<file path="config.mk">
export PLATFORM = sky130hd
export DESIGN_NAME = stride_reorder
export DESIGN_NICKNAME = d
export VERILOG_FILES = /design/src/rtl/stride_reorder_pkg.sv /design/src/rtl/stride_index_gen.sv /design/src/rtl/stride_bank_route.sv /design/src/rtl/stride_bank_mem.sv /design/src/rtl/stride_reorder.sv
export SDC_FILE = /design/constraint.sdc
export NUM_CORES = 1
export LEC_CHECK = 0
export BUFFER_PORTS_ARGS = -buffer_cell sky130_fd_sc_hd__buf_4
export CAP_MARGIN = 10
export CORE_MARGIN = 1.5
export CORE_UTILIZATION = 52
export CTS_CLUSTER_DIAMETER = 100
export DETAILED_ROUTE_END_ITERATION = 10
export PLACE_DENSITY = 0.69
export SLEW_MARGIN = 40
export SYNTH_ARGS = -nofsm -noshare
export SYNTH_HDL_FRONTEND = slang
export SYNTH_SLANG_ARGS = --single-unit
</file>
<file path="constraint.sdc">
create_clock -name clk_i -period 4.25 [get_ports clk_i]
set_clock_uncertainty 0.2 [all_clocks]
set_input_delay 0.85 -clock clk_i [delete_from_list [all_inputs] [get_ports clk_i]]
set_output_delay 0.85 -clock clk_i [all_outputs]
set_load 0.02 [all_outputs]
</file>
<file path="src/rtl/stride_reorder_pkg.sv">
package stride_reorder_pkg;
  typedef enum logic {
    ORDER_CONT   = 1'b0,
    ORDER_STRIDE = 1'b1
  } order_e;
endpackage

</file>
<file path="src/rtl/stride_index_gen.sv">
module stride_index_gen
  import stride_reorder_pkg::*;
#(
  parameter int unsigned LANES = 4,
  parameter int unsigned FRAME = 32,
  parameter order_e      ORDER = ORDER_CONT,
  localparam int unsigned IDX_W  = $clog2(FRAME),
  localparam int unsigned LANE_W = $clog2(LANES),
  localparam int unsigned BEAT_W = $clog2(FRAME / LANES)
) (
  input  logic [BEAT_W-1:0]             beat_i,
  output logic [LANES-1:0][IDX_W-1:0]   idx_o,
  output logic [LANES-1:0][LANE_W-1:0]  bank_o,
  output logic [LANES-1:0][BEAT_W-1:0]  addr_o
);
  for (genvar l = 0; l < LANES; l++) begin : g_lane
    localparam logic [LANE_W-1:0] LN = LANE_W'(l);
    if (ORDER == ORDER_CONT) begin : g_cont
      assign idx_o[l] = {beat_i, LN};
    end else begin : g_strd
      assign idx_o[l] = {LN, beat_i};
    end
    // bank skew: low field rotated by high field
    assign bank_o[l] = idx_o[l][LANE_W-1:0] + idx_o[l][IDX_W-1 -: LANE_W];
    assign addr_o[l] = idx_o[l][IDX_W-1:LANE_W];
  end
endmodule

</file>
<file path="src/rtl/stride_bank_route.sv">
module stride_bank_route #(
  parameter int unsigned LANES = 4,
  localparam int unsigned LANE_W = $clog2(LANES)
) (
  input  logic                          clk_i,
  input  logic                          rst_ni,
  input  logic                          chk_i,
  input  logic [LANES-1:0][LANE_W-1:0]  bank_i,
  output logic [LANES-1:0][LANE_W-1:0]  lane_o
);
  always_comb begin
    lane_o = '0;
    for (int l = 0; l < LANES; l++) lane_o[bank_i[l]] = LANE_W'(l);
  end

  for (genvar b = 0; b < LANES; b++) begin : g_bank
    logic [LANES-1:0] hit;
    for (genvar l = 0; l < LANES; l++) begin : g_hit
      assign hit[l] = (bank_i[l] == LANE_W'(b));
    end

    bank_single_use_chk: assert property (@(posedge clk_i) disable iff (!rst_ni)
      chk_i |-> $countones(hit) == 1);
  end
endmodule

</file>
<file path="src/rtl/stride_bank_mem.sv">
module stride_bank_mem #(
  parameter int unsigned DATA_W = 16,
  parameter int unsigned ADDR_W = 4
) (
  input  logic              clk_i,
  input  logic              we_i,
  input  logic [ADDR_W-1:0] waddr_i,
  input  logic [DATA_W-1:0] wdata_i,
  input  logic              re_i,
  input  logic [ADDR_W-1:0] raddr_i,
  output logic [DATA_W-1:0] rdata_o
);
  logic [DATA_W-1:0] mem_q [2**ADDR_W];

  always_ff @(posedge clk_i) begin
    if (we_i) mem_q[waddr_i] <= wdata_i;
    if (re_i) rdata_o <= mem_q[raddr_i];
  end
endmodule

</file>
<file path="src/rtl/stride_reorder.sv">
module stride_reorder
  import stride_reorder_pkg::*;
#(
  parameter int unsigned DATA_W   = 16,
  parameter int unsigned LANES    = 4,
  parameter int unsigned FRAME    = 32,
  parameter order_e      IN_ORDER = ORDER_CONT,
  localparam int unsigned IDX_W   = $clog2(FRAME)
) (
  input  logic                    clk_i,
  input  logic                    rst_ni,
  input  logic                    in_valid_i,
  output logic                    in_ready_o,
  input  logic [LANES*DATA_W-1:0] in_data_i,
  output logic                    out_valid_o,
  input  logic                    out_ready_i,
  output logic [LANES*DATA_W-1:0] out_data_o,
  output logic [LANES*IDX_W-1:0]  out_index_o
);
  localparam int unsigned BEATS  = FRAME / LANES;
  localparam int unsigned LANE_W = $clog2(LANES);
  localparam int unsigned BEAT_W = $clog2(BEATS);
  localparam int unsigned MEM_AW = BEAT_W + 1;
  localparam order_e OUT_ORDER = (IN_ORDER == ORDER_CONT) ? ORDER_STRIDE : ORDER_CONT;

  logic              wr_buf_q, rd_buf_q;
  logic [BEAT_W-1:0] wr_beat_q, rd_beat_q;
  logic [1:0]        full_q;
  logic              out_valid_q;
  logic [LANES-1:0][LANE_W-1:0] rbank_q;
  logic [LANES-1:0][IDX_W-1:0]  out_index_q;

  logic wr_fire, wr_last, rd_issue, rd_last;
  logic [LANES-1:0][DATA_W-1:0] in_lanes;
  logic [LANES-1:0][IDX_W-1:0]  w_idx, r_idx;
  logic [LANES-1:0][LANE_W-1:0] w_bank, r_bank, w_lane, r_lane;
  logic [LANES-1:0][BEAT_W-1:0] w_addr, r_addr;
  logic [DATA_W-1:0]            bank_rdata [LANES];

  assign in_lanes   = in_data_i;
  assign in_ready_o = !full_q[wr_buf_q];
  assign wr_fire    = in_valid_i && in_ready_o;
  assign wr_last    = (wr_beat_q == BEAT_W'(BEATS - 1));
  assign rd_issue   = full_q[rd_buf_q] && (!out_valid_q || out_ready_i);
  assign rd_last    = (rd_beat_q == BEAT_W'(BEATS - 1));

  stride_index_gen #(.LANES(LANES), .FRAME(FRAME), .ORDER(IN_ORDER)) u_wgen (
    .beat_i(wr_beat_q), .idx_o(w_idx), .bank_o(w_bank), .addr_o(w_addr));
  stride_index_gen #(.LANES(LANES), .FRAME(FRAME), .ORDER(OUT_ORDER)) u_rgen (
    .beat_i(rd_beat_q), .idx_o(r_idx), .bank_o(r_bank), .addr_o(r_addr));

  stride_bank_route #(.LANES(LANES)) u_wroute (
    .clk_i, .rst_ni, .chk_i(wr_fire), .bank_i(w_bank), .lane_o(w_lane));
  stride_bank_route #(.LANES(LANES)) u_rroute (
    .clk_i, .rst_ni, .chk_i(rd_issue), .bank_i(r_bank), .lane_o(r_lane));

  for (genvar b = 0; b < LANES; b++) begin : g_bank
    stride_bank_mem #(.DATA_W(DATA_W), .ADDR_W(MEM_AW)) u_mem (
      .clk_i,
      .we_i   (wr_fire),
      .waddr_i({wr_buf_q, w_addr[w_lane[b]]}),
      .wdata_i(in_lanes[w_lane[b]]),
      .re_i   (rd_issue),
      .raddr_i({rd_buf_q, r_addr[r_lane[b]]}),
      .rdata_o(bank_rdata[b])
    );
  end

  for (genvar l = 0; l < LANES; l++) begin : g_out
    assign out_data_o[l*DATA_W +: DATA_W] = bank_rdata[rbank_q[l]];
  end
  assign out_index_o = out_index_q;
  assign out_valid_o = out_valid_q;

  always_ff @(posedge clk_i or negedge rst_ni) begin
    if (!rst_ni) begin
      wr_buf_q    <= 1'b0;
      wr_beat_q   <= '0;
      rd_buf_q    <= 1'b0;
      rd_beat_q   <= '0;
      full_q      <= '0;
      out_valid_q <= 1'b0;
      rbank_q     <= '0;
      out_index_q <= '0;
    end else begin
      if (wr_fire) begin
        wr_beat_q <= wr_beat_q + 1'b1;
        if (wr_last) begin
          full_q[wr_buf_q] <= 1'b1;
          wr_buf_q         <= !wr_buf_q;
        end
      end
      if (rd_issue) begin
        rd_beat_q   <= rd_beat_q + 1'b1;
        rbank_q     <= r_bank;
        out_index_q <= r_idx;
        if (rd_last) begin
          full_q[rd_buf_q] <= 1'b0;
          rd_buf_q         <= !rd_buf_q;
        end
      end
      if (rd_issue)         out_valid_q <= 1'b1;
      else if (out_ready_i) out_valid_q <= 1'b0;
    end
  end


  out_hold_chk: assert property (@(posedge clk_i) disable iff (!rst_ni)
    out_valid_o && !out_ready_i |=> out_valid_o && $stable(out_data_o) && $stable(out_index_o));


  both_full_chk: assert property (@(posedge clk_i) disable iff (!rst_ni)
    wr_fire && wr_last && full_q[!wr_buf_q] && !(rd_issue && rd_last) |=> !in_ready_o);

  for (genvar l = 0; l < LANES; l++) begin : g_idx_chk
    if (OUT_ORDER == ORDER_CONT) begin : g_c

      lane_index_chk: assert property (@(posedge clk_i) disable iff (!rst_ni)
        out_valid_o |-> out_index_o[l*IDX_W +: LANE_W] == LANE_W'(l));
    end else begin : g_s

      lane_index_chk: assert property (@(posedge clk_i) disable iff (!rst_ni)
        out_valid_o |-> out_index_o[l*IDX_W + IDX_W - LANE_W +: LANE_W] == LANE_W'(l));
    end
  end
endmodule

</file>
# Word level (Yosys, flattened, before mapping)
# Memory sizes are Yosys's and may differ from the RTL's. A register that Yosys moved wholly into a read port is not among the register bits.
# Cells that the tools add are included.
[word_totals]
mem_bits_rw = 1024
in_bits = 68
register_bits = 30
elab_cells = 150
n_memories = 4
output_inout_bits = 86
[memory_table]
columns = ["name", "words", "width", "rd", "rd_ports_with_merged_regs", "write_ports", "line_no", "rtl"]
rows = [
  ["g_bank[0].u_mem.mem_q", 16, 16, 1, 1, 1, "stride_bank_mem.sv:13", "logic [DATA_W-1:0] mem_q [2**ADDR_W];"],
  ["g_bank[1].u_mem.mem_q", 16, 16, 1, 1, 1, "stride_bank_mem.sv:13", ""],
  ["g_bank[2].u_mem.mem_q", 16, 16, 1, 1, 1, "stride_bank_mem.sv:13", ""],
  ["g_bank[3].u_mem.mem_q", 16, 16, 1, 1, 1, "stride_bank_mem.sv:13", ""],
]
[classes]
mux = 64
reduce_logical = 18
n_eq_ne = 2
magnitude_cmp = 28
bitwise_logic = 13
n_addsub = 8
[ops]
columns = ["op", "n"]
rows = [
  ["16-bit binary-select mux with 2-bit select", 8],
  ["16-bit 2-to-1 mux", 12],
  ["3-bit binary-select mux with 2-bit select", 8],
  ["2-bit by 3-bit less-than comparator with 1-bit output, second input constant", 14],
  ["2-bit demux with 2-bit select", 6],
  ["3-bit 2-to-1 mux", 8],
  ["2-bit 2-to-1 mux", 10],
  ["8-bit bitwise OR", 2],
  ["2-bit by 1-bit >= comparator with 1-bit output, second input constant", 6],
  ["3-bit >= comparator, second input constant", 4],
  ["2-bit inverter with 3-bit output", 4],
  ["1-bit logical AND", 10],
  ["1-bit 2-to-1 mux", 10],
  ["4-bit bitwise AND", 2],
  ["4-bit inverter", 2],
  ["3-bit by 1-bit adder with 3-bit output, second input constant", 2],
  ["3-bit == test, second input constant", 2],
  ["2-bit adder, first input constant", 2],
  ["2-bit adder, second input constant", 2],
  ["1-bit zero test", 4],
  ["1-bit by 2-bit less-than comparator with 1-bit output, second input constant", 2],
  ["2-bit AND reduction", 2],
  ["1-bit by 2-bit adder with 2-bit output, first input constant", 1],
  ["2-bit by 1-bit adder with 2-bit output, second input constant", 1],
  ["other kinds (7)", 9],
]

# Longest topological paths before layout
[logic_depth]
word_depth = 10
depth_mapped = 10
ltp_nobuf = 6

# By module
# From an unflattened synthesis, not the netlist that was laid out.
[unflattened]
hier_cells = 2130
hier_area_um2 = 46776.1
[by_module_without_submodules]
columns = ["mod", "area_each_um2", "cells_each", "instances", "seq_area_each_um2"]
rows = [
  ["stride_bank_mem at g_bank[1].u_mem ...", 10203.5, 432, 3, 8167.8],
  ["stride_bank_mem at g_bank[0].u_mem", 10202.3, 432, 1, 8167.8],
  ["stride_reorder", 5149.9, 282, 1, 975.9],
  ["stride_index_gen", 302.8, 42, 2, 0.0],
  ["stride_bank_route at u_wroute", 106.4, 19, 1, 0.0],
  ["stride_bank_route at u_rroute", 101.3, 17, 1, 0.0],
]

# Least setup slack after synthesis
# Ideal clock, no wire load.
[synth_timing]
path_kind = "input to register"
startpoint = "input port in_valid_i"
endpoint = "memory g_bank[0].u_mem.mem_q[8][0], enable pin"
required_ns = 3.621
stages = 2
n_path_buf = 0
arrival_ns = 2.780
setup_ns = 0.429
slack_ns = 0.842
cell_sequence = "nor4bb_1 and2_1"
[synth_between]
elab_chain_cells = 3
[synth_lines]
columns = ["element", "line_no", "rtl"]
rows = [
  ["from (decl)", "stride_reorder.sv:12", "input logic in_valid_i,"],
  ["1-bit logical AND", "stride_reorder.sv:42", "assign wr_fire = in_valid_i && in_ready_o;"],
  ["1-bit 2-to-1 mux", "stride_bank_mem.sv:16", "if (we_i) mem_q[waddr_i] <= wdata_i;"],
  ["1-bit 2-to-1 mux (implied by the code)", "stride_bank_mem.sv:16", ""],
  ["to (decl)", "stride_bank_mem.sv:13", ""],
]
# No other way between the ends.

==> summary.txt <==
Detailed routing
  • Antenna Nets Post-Route: 0
  • WL/cell: between 30 and 40 um
  • WL met3: approximately 11 mm
  • Initial drt markers: around 2,800
  • Drt via density: 6.35
  • Routed vias: 23,879
  • Pre-Repair DR Iteration Count: 5
  • Highest routed layer: met4
  • Met2 wire length: 53.7 mm
  • Final WL: approximately 110 mm
  • Met1 WL: about 48 mm
  • # DRC: 0

Synthesis
  • Post-synthesis sequential area ratio: between 70% and 80%
  • Yosys top cell area share: 71.7%
  • Top cells by area, synth: edfxtp_1 72%, mux4_2 13%, mux2i_1 5.0%, a32o_1 1.4%, nand2_1 1.4%
  • Yosys Warn Count: 0
  • Primary FF master, synth: edfxtp_1
  • Synth area leader: edfxtp_1
  • Synthesized flop and latch total: about 1,100
  • Syn_area_per_cell: 19.8 um2
  • EDFF count, synth: 1,088
  • Netlist Area Pre-Place: 45,600 um2
  • Post-Syn Instances: 2,299
  • Post-synth cell types: 38
  • Post-synth ARST share: 1.54%

Global routing
  • Pin count of the biggest net entering global routing: 65
  • Vias in the first global route: 23,719
  • Global route overflow: 0
  • First-pass GRT wire length: around 170 mm
  • Overall global routing resource usage: 25.8%
  • Initial antenna violation count: 6

Pwr
  • P per Cell Area: 883 nW/um2
  • Leak: approximately 17 nW
  • Peak VDD IR: 833 uV

Placed design
  • Routability congestion estimate: approximately 0.8
  • Port Buf Inserts: 149
  • Placement Cell Area: between 40,000 and 50,000 um2
  • DPL Wire Length: 72.2 mm

STA
  • Fmax: roughly 280 MHz
  • Slew HR: 42.5%
  • Max Slew Vio Count: 0
  • Setup_tns: 0 ns
  • Final setup viols: 0
  • Fin crit period: 3.56 ns
  • RSZ-0062 raised after global routing: false
  • Worst slew pin tran: 0.862 ns
  • Final Hold Violating Endpoints: 0
  • Final Cycle Share: 83.7%

Setup path
  • CP max stage delay: 0.75 ns
  • WP data required: about 3.2 ns
  • Worst EP arrival: 2.51 ns
  • Cell family with most CP delay: flip-flops
  • Buf/Inv on CP: 2
  • Worst path slowest cell: dfrtp_2
  • Reg2reg start: rd_beat_q[1]
  • Critical Path Fanout Max: 20
  • CP startpoint: rbank_q[0]
  • Kind of end point of the critical path: primary output
  • Worst setup SP type: register
  • Critical path's most frequent cell: buf_4
  • Worst Setup Path Type: register to primary output
  • Worst-path cell chain: buf_4 > mux4_2 > buf_4

Floorplanning
  • Initial Util: 52.5%
  • Die area: between 80,000 and 90,000 um2
  • Chip height: 299 um
  • I/O pins: 154
  • Cell Rows: 108
  • Die X-Extent: between 200 and 300 um
  • Core footprint: between 80,000 and 90,000 um2

Job
  • MaxCap Viol Count: 0

Clock tree
  • Clock transition at path regs: 0.06 ns
  • Setup Fix Bufs, Post-CTS: 0
  • H-tree Lvls: 3
  • Clk Latency, worst-skew pair: 0.68 ns
  • CTS Sinks: between 1,000 and 1,500
  • Max clock buf depth: 3
  • TritonCTS Buffers: 105
  • CTS root buffer: clkbuf_16
  • CTS tree: done

Final layout
  • Final Net Count: 2,605
  • Synth-to-layout area growth: 14.6%
  • Layout cell share with drive strength beyond 1: 29.0%
  • Design Area, Final: 52,200 um2

Min path
  • Min-Delay Startpoint: out_ready_i
  • HP Class: input pin to register

Outcome
  • Status: finished, final reports clean
## routing by layer
metal  global-route usage (%)  vias to the layer above
li1                         -                     9916
met1                     38.7                    12576
met2                     40.3                     1246
met3                     3.88                      141
met4                     6.73                        0
met5                        0                        -
## where the power goes
part	switching [mW]	internal [mW]	leakage [nW]
clock	4.05	5.57	1.74
combinational	11.7	7.32	5.59
sequential	1.16	16.3	10.0
## final timing paths
| check | to | slack [ns] | cells after the start |
|---|---|---|---|
| worst max register to register | g_bank[0].u_mem.rdata_o[3] | 1.04 | 7 |
| min in group asynchronous | out_index_o[18] | 0.43 | 2 |
| worst min register to register | wr_beat_q[0] | 0.34 | 1 |
| max in group asynchronous | rbank_q[5] | 3.09 | 2 |
| worst max-delay path | out_data_o[46] | 0.69 | 3 |
| worst min-delay path | out_valid_o | 0.22 | 2 |
## placed cells by master (no fill, tap or decap), types with 3 or more instances in the layout
cell type      n
clkbuf_16    106
inv_16         3
a211oi_1      32
bufinv_16     15
mux2i_1      227
dfrtp_2        6
and2_1         3
buf_12        23
nand2_1      165
inv_1          8
a22oi_2        7
a22oi_1       57
clkbuf_1      15
nor2b_2        4
a21oi_2       17
edfxtp_1    1088
nor2b_1       32
nor2_1         5
a32o_1        64
o31ai_1       33
clkinvlp_4     8
o21ai_0        3
clkbuf_8       3
mux4_2       256
or2_2          3
conb_1         4
and2_4        16
ha_1          21
nor2_2         7
xnor2_1        3
buf_4        239
clkinv_1      24
nor2_4         5
dfrtp_1       10
clkinv_2      20
nand2b_1      32
mux2_2         6
a21oi_1       16
## layout make-up
| type | count | area (um2) |
|---|---|---|
| timing repair buffer | 266 | 2310 |
| multi-input combinational | 1029 | 11800 |
| fill | 6094 | 34500 |
| tap | 1155 | 1450 |
| clock buffer | 124 | 2750 |
| antenna | 1 | 2.50 |
| sequential | 1105 | 33100 |
| clock inverter | 75 | 841 |
| inverter | 8 | 30.0 |
## flip-flops by register name, indices dropped and copies added (netlist names)
| register | flops |
|---|---|
| g_bank.u_mem.rdata_o | 64 |
| wr_beat_q | 3 |
| full_q | 2 |
| rd_buf_q | 1 |
| rd_beat_q | 3 |
| out_index_o | 3 |
| wr_buf_q | 1 |
| g_bank.u_mem.mem_q | 1024 |
| rbank_q | 3 |
| out_valid_o | 1 |
## Yosys cell counts, types with 3 or more instances
cell type,count
clkbuf_1,50
ha_1,22
buf_1,15
dfrtp_1,17
mux4_2,256
xnor2_1,3
mux2_2,6
buf_2,55
buf_4,26
nand2b_1,32
a22oi_2,7
buf_6,14
inv_1,8
nand2_1,165
nor3_1,3
a22oi_1,57
a32o_1,64
nor2b_1,35
o21ai_0,3
and2_1,19
o31ai_1,33
mux2i_1,227
nor2_1,14
a21oi_1,33
edfxtp_1,1088
a211oi_1,32
## cell families (layout without fill, tap and decap cells)
family	after synthesis	after routing	share of synthesized area, %
AO/OA/AOI/OAI	233	233	4.07
XOR/XNOR	3	3	0.0577
adder cells (fa/ha/maj)	22	22	0.604
buffers and inverters	168	473	1.98
flip-flops	1105	1105	72.6
multiplexers	489	489	17.8
other	1	5	0.00823
AND/OR/NAND/NOR	278	278	2.86
## what timing repair did
action                                 in CTS  in global routing
hold buffers                                1                  0
resized for setup                           0                  0
endpoints found under the hold margin      17                  0
## stage by stage
step | total power [mW] | cells | hold slack (ns) | utilization (%) | worst slack, ns
2_1_floorplan | 29.1 | 2302 | 0.298 | - | 0.842
3_5_place_dp | 36.7 | 3562 | 0.335 | 56.1 | 1.05
3_3_place_gp | 36.0 | 3559 | 0.319 | 55.9 | 0.980
4_1_cts | 46.2 | 3762 | 0.182 | 60.2 | 0.617
6_report | 46.1 | 3763 | 0.216 | 60.2 | 0.691
5_1_grt | 47.8 | 3762 | 0.203 | 60.2 | 0.550
No activity file was read; power rests on OpenSTA's default activity.
